**src/rtl/irqsel_pkg.sv**
```systemverilog
// Package: shared constants, types and sizing helpers for the selector.
// Assumes source vectors are delivered in whole 32-bit words.
package irqsel_pkg;

    localparam int WORD_BITS = 32;

    // Which external request line a context drives.
    typedef enum logic {
        CTX_MACH = 1'b0,
        CTX_SUP  = 1'b1
    } ctx_mode_e;

    // Number of 32-bit words needed to hold n source bits.
    function automatic int words_for(input int n);
        return (n + WORD_BITS - 1) / WORD_BITS;
    endfunction

endpackage

```
**src/rtl/irqsel_cand.sv**
```systemverilog
// Module: irqsel_cand
// Forms the per-bit eligibility vector: pending, not in service, enabled,
// a real source (not 0, not padding) and priority strictly above threshold.
// Also presents one priority field per vector bit, zero for padding bits.
// Assumes VEC_W >= NUM_SRC.
module irqsel_cand #(
    parameter int NUM_SRC = 40,
    parameter int PRIO_W  = 3,
    parameter int VEC_W   = 64
) (
    input  logic [VEC_W-1:0]          pend_i,
    input  logic [VEC_W-1:0]          taken_i,
    input  logic [VEC_W-1:0]          en_i,
    input  logic [NUM_SRC*PRIO_W-1:0] prio_i,
    input  logic [PRIO_W-1:0]         thresh_i,
    output logic [VEC_W-1:0]          cand_o,
    output logic [VEC_W*PRIO_W-1:0]   leaf_pri_o
);

    for (genvar b = 0; b < VEC_W; b++) begin : g_bit
        localparam bit REAL_SRC = (b != 0) && (b < NUM_SRC);
        logic [PRIO_W-1:0] pri_b;

        if (b < NUM_SRC) begin : g_real
            // Purpose: pick this source's priority field.
            assign pri_b = prio_i[b*PRIO_W +: PRIO_W];
        end else begin : g_pad
            // Purpose: padding bits carry no priority.
            assign pri_b = '0;
        end

        // Purpose: eligibility of this bit position.
        assign cand_o[b] = REAL_SRC && pend_i[b] && !taken_i[b] && en_i[b]
                           && (pri_b > thresh_i);
        assign leaf_pri_o[b*PRIO_W +: PRIO_W] = pri_b;
    end

endmodule

```
**src/rtl/irqsel_tree.sv**
```systemverilog
// Module: irqsel_tree
// Balanced binary reduction over eligible leaves. At every node the upper
// (higher-numbered) child replaces the lower one only when it is valid and
// its priority is strictly larger, so ties settle on the lowest number.
// Assumes 2**ID_W >= VEC_W; leaves past VEC_W are empty.
module irqsel_tree #(
    parameter int VEC_W  = 64,
    parameter int PRIO_W = 3,
    parameter int ID_W   = 6
) (
    input  logic [VEC_W-1:0]        cand_i,
    input  logic [VEC_W*PRIO_W-1:0] leaf_pri_i,
    output logic                    best_vld_o,
    output logic [ID_W-1:0]         best_id_o
);

    localparam int LEAVES = 1 << ID_W;
    localparam int NODES  = 2 * LEAVES;

    // Heap layout: node n has children 2n and 2n+1, leaves at LEAVES+k.
    logic              nv [1:NODES-1];
    logic [PRIO_W-1:0] np [2:NODES-1];
    logic [ID_W-1:0]   ni [1:NODES-1];

    for (genvar k = 0; k < LEAVES; k++) begin : g_leaf
        if (k < VEC_W) begin : g_used
            // Purpose: load one eligible leaf.
            assign nv[LEAVES+k] = cand_i[k];
            assign np[LEAVES+k] = leaf_pri_i[k*PRIO_W +: PRIO_W];
        end else begin : g_empty
            // Purpose: leaves beyond the vector never win.
            assign nv[LEAVES+k] = 1'b0;
            assign np[LEAVES+k] = '0;
        end
        assign ni[LEAVES+k] = ID_W'(k);
    end

    for (genvar n = 1; n < LEAVES; n++) begin : g_node
        logic take_hi;
        // Purpose: upper child wins only on strictly higher priority.
        assign take_hi = nv[2*n+1] && (!nv[2*n] || (np[2*n+1] > np[2*n]));
        assign nv[n]   = nv[2*n] || nv[2*n+1];
        assign ni[n]   = take_hi ? ni[2*n+1] : ni[2*n];
        if (n > 1) begin : g_pri
            // Purpose: carry the winning priority upward (root needs none).
            assign np[n] = take_hi ? np[2*n+1] : np[2*n];
        end
    end

    assign best_vld_o = nv[1];
    assign best_id_o  = ni[1];

endmodule

```
**src/rtl/irqsel_out.sv**
```systemverilog
// Module: irqsel_out
// Output register stage: holds the selected number and steers the request
// to the machine or supervisor line by the mode strap sampled alongside.
// Assumes a valid selection never carries number 0.
module irqsel_out
    import irqsel_pkg::*;
#(
    parameter int ID_W = 6
) (
    input  logic            clk,
    input  logic            rst_n,
    input  logic            best_vld_i,
    input  logic [ID_W-1:0] best_id_i,
    input  logic            ctx_sup_i,
    output logic [ID_W-1:0] win_id_o,
    output logic            irq_mach_o,
    output logic            irq_sup_o
);

    ctx_mode_e mode;
    assign mode = ctx_mode_e'(ctx_sup_i);

    // Purpose: register the selection and the steered request level.
    always_ff @(posedge clk) begin
        if (!rst_n) begin
            win_id_o   <= '0;
            irq_mach_o <= 1'b0;
            irq_sup_o  <= 1'b0;
        end else begin
            win_id_o   <= best_vld_i ? best_id_i : '0;
            irq_mach_o <= best_vld_i && (mode == CTX_MACH);
            irq_sup_o  <= best_vld_i && (mode == CTX_SUP);
        end
    end

endmodule

```
**src/rtl/irqsel_top.sv**
```systemverilog
// Module: irqsel_top
// Threshold-gated priority selector for one interrupt context. Combines the
// eligibility stage, the reduction tree and the output register.
// Assumes NUM_SRC >= 2 (source 0 is reserved) and PRIO_W >= 1.
module irqsel_top
    import irqsel_pkg::*;
#(
    parameter  int NUM_SRC = 40,
    parameter  int PRIO_W  = 3,
    localparam int VEC_W   = WORD_BITS * words_for(NUM_SRC),
    localparam int ID_W    = $clog2(VEC_W)
) (
    input  logic                      clk,
    input  logic                      rst_n,
    input  logic [VEC_W-1:0]          pend_i,
    input  logic [VEC_W-1:0]          taken_i,
    input  logic [VEC_W-1:0]          en_i,
    input  logic [NUM_SRC*PRIO_W-1:0] prio_i,
    input  logic [PRIO_W-1:0]         thresh_i,
    input  logic                      ctx_sup_i,
    output logic [ID_W-1:0]           win_id_o,
    output logic                      irq_mach_o,
    output logic                      irq_sup_o
);

    logic [VEC_W-1:0]        cand;
    logic [VEC_W*PRIO_W-1:0] leaf_pri;
    logic                    best_vld;
    logic [ID_W-1:0]         best_id;

    irqsel_cand #(
        .NUM_SRC (NUM_SRC),
        .PRIO_W  (PRIO_W),
        .VEC_W   (VEC_W)
    ) cand_i (
        .pend_i     (pend_i),
        .taken_i    (taken_i),
        .en_i       (en_i),
        .prio_i     (prio_i),
        .thresh_i   (thresh_i),
        .cand_o     (cand),
        .leaf_pri_o (leaf_pri)
    );

    irqsel_tree #(
        .VEC_W  (VEC_W),
        .PRIO_W (PRIO_W),
        .ID_W   (ID_W)
    ) tree_i (
        .cand_i     (cand),
        .leaf_pri_i (leaf_pri),
        .best_vld_o (best_vld),
        .best_id_o  (best_id)
    );

    irqsel_out #(
        .ID_W (ID_W)
    ) out_i (
        .clk        (clk),
        .rst_n      (rst_n),
        .best_vld_i (best_vld),
        .best_id_i  (best_id),
        .ctx_sup_i  (ctx_sup_i),
        .win_id_o   (win_id_o),
        .irq_mach_o (irq_mach_o),
        .irq_sup_o  (irq_sup_o)
    );

endmodule

```
**config.mk**
```make
export PLATFORM = sky130hd
export DESIGN_NAME = irqsel_top
export DESIGN_NICKNAME = d
export VERILOG_FILES = /design/src/rtl/irqsel_pkg.sv /design/src/rtl/irqsel_cand.sv /design/src/rtl/irqsel_tree.sv /design/src/rtl/irqsel_out.sv /design/src/rtl/irqsel_top.sv
export SDC_FILE = /design/constraint.sdc
export NUM_CORES = 1
export LEC_CHECK = 0
export ABC_AREA = 1
export ABC_CLOCK_PERIOD_IN_PS = 19600
export CAP_MARGIN = 30
export CORE_UTILIZATION = 40
export CTS_CLUSTER_SIZE = 16
export DETAILED_ROUTE_END_ITERATION = 7
export PLACE_DENSITY = 0.75
export SYNTH_ARGS = -nofsm -noshare
export SYNTH_HDL_FRONTEND = slang
export SYNTH_SLANG_ARGS = --single-unit
export TNS_END_PERCENT = 5
```
**constraint.sdc**
```tcl
create_clock -name clk -period 19.6 [get_ports clk]
set_clock_uncertainty 0.15 [all_clocks]
set_input_delay 2.94 -clock clk [delete_from_list [all_inputs] [get_ports clk]]
set_output_delay 2.94 -clock clk [all_outputs]
set_load 0.05 [all_outputs]
```
# [Word level (Yosys, flattened, before mapping)]
# Index checks and enable logic that the tools add are counted.
[totals] input_bits=318 register_bits=8
[op_classes] magnitude_cmp=77 bitwise_logic=1 reduce_logical=311 muxes=77
[op_table] cell="greater-than comparator 3 bit" n=77
[op_table] cell="logical AND 1 bit" n=157
[op_table] cell="two-way mux 3 bit" n=43
[op_table] cell="zero test 1 bit" n=77
[op_table] cell="logical OR 1 bit" n=76
[op_table] cell="two-way mux 1 bit" n=20
[op_table] cell="two-way mux 2 bit" n=10
[op_table] cell="two-way mux 4 bit" n=2
[op_table] cell="two-way mux 6 bit" n=1
[op_table] cell="two-way mux 5 bit" n=1
[op_table] cell="AND reduction 2 bit" n=1
[op_table] cell="inverter 1 bit" n=1

# [Logic depth before layout (Yosys ltp)]
[depth] word_depth=28 ltp_mapped=57 depth_no_buf=57

# [By module]
# A second synthesis with hierarchy kept.
[unflattened] hier_cells=2194 hier_area_um2=12724.7
[modules_own_cells] module="irqsel_tree" seq_area_each_um2=0.0 area_per_inst_um2=7478.4 cells_per_inst=1365 n_inst=1
[modules_own_cells] module="irqsel_cand" seq_area_each_um2=0.0 area_per_inst_um2=5023.6 cells_per_inst=805 n_inst=1
[modules_own_cells] module="irqsel_out" seq_area_each_um2=160.2 area_per_inst_um2=222.7 cells_per_inst=24 n_inst=1

# [Least setup slack after synthesis]
# OpenSTA, ideal clock, no wires.
[synth_path] path_kind="in2reg" startpoint="input port thresh_i[2]" endpoint="register out_i.win_id_o[0]" stages=51 path_buffers=0 setup_slack_ps=9060 arrival_time_ps=10274 path_cell_list="inv_1 > ha_1 > nand3_1 > inv_1 > nor3_1 > inv_1 > o21ai_1 > o21ai_0 > ha_1 > or2_2 > o21ai_1 > o211ai_1 > nand2_1 > nand2_2 > o21ai_0 > ha_1 > nand2_1 > nor2_1 > (+15 left out) > ha_1 > nand3b_1 > a32oi_1 > nor2_1 > nor2_4 > clkinv_1 > nand2_1 > nand2_1 > ha_1 > a21oi_1 > o21ai_0 > a22o_1 > nand2_1 > nor2_1 > nand2_1 > nor2_1 > a31oi_1 > nand2_1"
[synth_via] elab_chain_cells=26 elab_cells_between_ends=327 cone_classes="58 x order compare; 77 x mux; 192 x reduce/logical"
[synth_lines] item="from (decl)" line="irqsel_top.sv:19" source="input logic [PRIO_W-1:0] thresh_i,"
[synth_lines] item="greater-than comparator 3 bit" line="irqsel_cand.sv:34" source="&& (pri_b > thresh_i);"
[synth_lines] item="logical AND 1 bit" line="irqsel_cand.sv:34"
[synth_lines] item="zero test 1 bit" line="irqsel_tree.sv:41" source="assign take_hi = nv[2*n+1] && (!nv[2*n] || (np[2*n+1] > np[2*n]));"
[synth_lines] item="logical OR 1 bit" line="irqsel_tree.sv:41"
[synth_lines] item="logical AND 1 bit" line="irqsel_tree.sv:41"
[synth_lines] item="two-way mux 3 bit" line="irqsel_tree.sv:46" source="assign np[n] = take_hi ? np[2*n+1] : np[2*n];"
[synth_lines] item="greater-than comparator 3 bit" line="irqsel_tree.sv:41"
[synth_lines] item="logical OR 1 bit" line="irqsel_tree.sv:41"
[synth_lines] item="(+10 left out)"
[synth_lines] item="greater-than comparator 3 bit" line="irqsel_tree.sv:41"
[synth_lines] item="logical OR 1 bit" line="irqsel_tree.sv:41"
[synth_lines] item="logical AND 1 bit" line="irqsel_tree.sv:41"
[synth_lines] item="two-way mux 3 bit" line="irqsel_tree.sv:46"
[synth_lines] item="greater-than comparator 3 bit" line="irqsel_tree.sv:41"
[synth_lines] item="logical OR 1 bit" line="irqsel_tree.sv:41"
[synth_lines] item="logical AND 1 bit" line="irqsel_tree.sv:41"
[synth_lines] item="two-way mux 6 bit" line="irqsel_tree.sv:43" source="assign ni[n] = take_hi ? ni[2*n+1] : ni[2*n];"
[synth_lines] item="to (signal assigned)" line="irqsel_out.sv:30" source="win_id_o <= best_vld_i ? best_id_i : '0;"
[synth_lines] item="to (decl)" line="irqsel_out.sv:15" source="output logic [ID_W-1:0] win_id_o,"
# Parallel ways exist; a longest one is shown, timed or not.
# A chain may end at the register's enable or synchronous reset.

# [Worst setup path after layout]
# Same ends and word-level chain as after synthesis.

==> run_summary.xml <==
<?xml version="1.0" encoding="UTF-8"?>
<metrics>
  <group name="route">
    <metric name="via_count_normalized_by_instance_count" unit="">5.01</metric>
    <metric name="detailedRoute.firstPassIterationCount" unit="">5</metric>
    <metric name="detail_route.wirelength" unit="µm">22400</metric>
    <metric name="avgRoutedWirePerCell" unit="µm">12.1</metric>
    <metric name="drt_drc_violations_left" unit="">0</metric>
    <metric name="drt.antenna.violating_nets" unit="">0</metric>
    <metric name="vias" unit="">9296</metric>
    <metric name="drtIter0Drc" unit="">273</metric>
  </group>
  <group name="place">
    <metric name="gp_routability_congestion" unit="">0.854</metric>
    <metric name="detailed_place_hpwl" unit="µm">19400</metric>
    <metric name="numPortBuffers" unit="">250</metric>
    <metric name="post_dp_cell_area" unit="µm²">10900</metric>
  </group>
  <group name="floorplanning">
    <metric name="initial_core_util" unit="">0.411</metric>
    <metric name="die_width" unit="µm">144</metric>
    <metric name="fp-row-count" unit="">51</metric>
    <metric name="floorplan.io_pins" unit="">326</metric>
    <metric name="die_y" unit="µm">144</metric>
    <metric name="dieArea" unit="µm²">20700</metric>
    <metric name="design.core.area" unit="µm²">19600</metric>
  </group>
  <group name="sta">
    <metric name="finalWorstPathRequiredPeriod" unit="ps">11770</metric>
    <metric name="worst_slew_pin_slew" unit="ps">604</metric>
    <metric name="total_negative_setup_slacks" unit="ps">0</metric>
    <metric name="hold_viol_final" unit="">0</metric>
    <metric name="slew_headroom" unit="">0.597</metric>
    <metric name="period_share" unit="">0.600</metric>
    <metric name="setup_violations" unit="">0</metric>
    <metric name="rsz0062_at_grt" unit="">no</metric>
    <metric name="maxClockFrequency" unit="GHz">0.0850</metric>
    <metric name="maxSlewViolCount" unit="">0</metric>
  </group>
  <group name="yosys">
    <metric name="ys_seq_area_frac" unit="">0.0199</metric>
    <metric name="synthDistinctLibCells" unit="">38</metric>
    <metric name="synthesis.yosys.warnings" unit="">0</metric>
    <metric name="synth_fp_nets" unit="">1872</metric>
    <metric name="synth.cell_area" unit="µm²">8040</metric>
    <metric name="post_synth_inst_count" unit="">1335</metric>
    <metric name="synth-seq-cells" unit="">8</metric>
    <metric name="synthesis.area_per_instance" unit="µm²">6.02</metric>
  </group>
  <group name="worst_setup_path">
    <metric name="crit_arrival" unit="ps">11740</metric>
    <metric name="crit_path_max_incr_delay" unit="ps">480</metric>
    <metric name="worst-endpoint-required" unit="ps">19570</metric>
    <metric name="path_class" unit="">in2reg</metric>
    <metric name="worst_path_max_delay_cell" unit="">buf_4</metric>
    <metric name="timing.critical_path.to_type" unit="">flop</metric>
    <metric name="critical-path-top-cell-by-count" unit="">nand2_1</metric>
    <metric name="critical_path_peak_fanout" unit="">39</metric>
    <metric name="setup.worst_path.start_class" unit="">input pin</metric>
  </group>
  <group name="clock_tree">
    <metric name="clock_tree.root_cell" unit="">clkbuf_16</metric>
    <metric name="clock_tree_from_tritoncts" unit="">yes</metric>
    <metric name="clkTransAtPathRegs" unit="ps">40</metric>
    <metric name="numClockSinks" unit="">8</metric>
    <metric name="cts_repair_resize_count" unit="">0</metric>
    <metric name="h-tree-depth" unit="">1</metric>
    <metric name="cts_made_buffers" unit="">3</metric>
    <metric name="cts_hold_buf" unit="">0</metric>
    <metric name="cts_setup_buffers" unit="">0</metric>
    <metric name="max-clock-path-buffers" unit="">2</metric>
  </group>
  <group name="outcome">
    <metric name="outcome" unit="">completed</metric>
  </group>
  <group name="grt">
    <metric name="grt_pass1_wl" unit="µm">36700</metric>
    <metric name="use_met2" unit="">0.391</metric>
    <metric name="grt_antenna_before_repair" unit="">0</metric>
    <metric name="globalRoute.totalOverflow" unit="">0</metric>
    <metric name="met3_usage" unit="">0.00866</metric>
    <metric name="globalRoute.busiestLayer" unit="">met2</metric>
    <metric name="first_global_vias" unit="">8584</metric>
    <metric name="largest_net_degree_at_the_start_of_global_routing" unit="">40</metric>
    <metric name="grt_util_all_layers" unit="">0.211</metric>
    <metric name="gr-usage-met1" unit="">0.273</metric>
  </group>
  <group name="layout">
    <metric name="finish.net_count" unit="">2129</metric>
    <metric name="stdcell_area" unit="µm²">11000</metric>
    <metric name="layout-drive-gt1-share" unit="">0.0465</metric>
    <metric name="final_util" unit="">0.559</metric>
    <metric name="syn_to_final_growth" unit="%">36.2</metric>
    <metric name="num_antenna_cells" unit="">0</metric>
  </group>
  <group name="power">
    <metric name="total_leakage_power" unit="nW">5.77</metric>
    <metric name="max-vdd-ir-drop" unit="µV">21.8</metric>
    <metric name="power_per_cell_area" unit="nW/µm²">35.2</metric>
  </group>
  <group name="min_path">
    <metric name="worstHoldPathCells" unit="">2</metric>
    <metric name="min_path_type" unit="">in2reg</metric>
  </group>
  <group name="run">
    <metric name="cap_viol_max_count" unit="">0</metric>
  </group>
</metrics>
[layout make-up]
cell class	count	area, µm²
clock buffers	3	75.1
fillers	1929	8630
inverters	207	777
multi-input cells	1119	7090
flip-flops and latches	8	160
well taps	265	332
repair buffers	253	2520
[synthesized netlist by cell type (all sizes together)]
cell type,number,area share
a211oi,24,0.022
a21boi,2,0.0019
a21o,1,0.00093
a21oi,50,0.031
a22o,1,0.0011
a311oi,4,0.0044
a31oi,11,0.0086
a32oi,7,0.0076
buf,1,0.0014
clkinv,2,0.00093
dfxtp,8,0.020
ha,219,0.34
inv,205,0.096
nand2,373,0.18
nand3,120,0.077
nand3b,34,0.032
nand4,10,0.0078
nor2,102,0.052
nor3,16,0.011
nor3b,1,0.00093
o2111ai,1,0.0011
o211ai,1,0.00093
o21a,9,0.0084
o21ai,110,0.072
o22ai,4,0.0031
o31ai,1,0.00093
or2,18,0.014
[cells in the final DEF, fill, tap and decap left out, types with 2 or more instances in the layout]
cell	count
a211oi_1	24
a21oi_1	50
a311oi_1	4
a31oi_1	11
a32oi_1	7
buf_4	3
clkbuf_16	3
clkdlybuf4s50_1	249
clkinv_1	4
dfxtp_1	8
ha_1	219
inv_1	198
inv_2	5
nand2_1	348
nand2_2	22
nand2_4	3
nand3_1	117
nand3_2	3
nand3b_1	34
nand4_1	10
nor2_1	92
nor2_2	8
nor2_4	2
nor3_1	15
o21a_1	9
o21ai_0	86
o21ai_1	17
o21ai_2	7
o22ai_1	4
or2_1	2
or2_2	16
[layer usage]
metal  routed length, µm  part of all wire
met1               10600              0.47
met5                   0                 0
met2               10600              0.47
met3                 948             0.042
met4                 259             0.012
[stage by stage]
step,std cells,setup slack [ps],hold WS (ps),total power [mW]
floorplan,1335,9060,2860,0.236
global placement,1852,7710,3350,0.342
detailed placement,1852,7640,3350,0.351
CTS,1855,7820,3110,0.387
global route,1855,6930,3170,0.432
finish,1855,7830,3100,0.386
[critical path, delay by kind of cell]
family / cells / cell delay, ps
AOI/OAI and AO/OA: 16 / 2750
adders and majority gates: 6 / 1930
and+or+nand+nor: 22 / 2390
buffers and inverters: 8 / 1670
[registers in the layout, summed over array words and instances (netlist names)]
name              count
out_i.win_id_o        6
out_i.irq_mach_o      1
out_i.irq_sup_o       1
[cells by family after synthesis]
logic type | count (synthesis) | share of synthesized area
AOI/OAI and AO/OA | 226 | 0.164
buffers and inverters | 208 | 0.0980
DFF | 8 | 0.0199
and+or+nand+nor | 674 | 0.377
adders and majority gates | 219 | 0.341
[final timing paths]
kind	from	endpoint	slack, ps
worst max-delay path	thresh_i[2]	out_i.win_id_o[0]	7830
worst min-delay path	ctx_sup_i	out_i.irq_mach_o	3100
[where the power goes]
part	switching (mW)	internal (mW)
Clock	0.00822	0.0263
Combinational	0.183	0.146
Sequential	0.00108	0.0210
No activity file was read; power rests on OpenSTA's default activity.
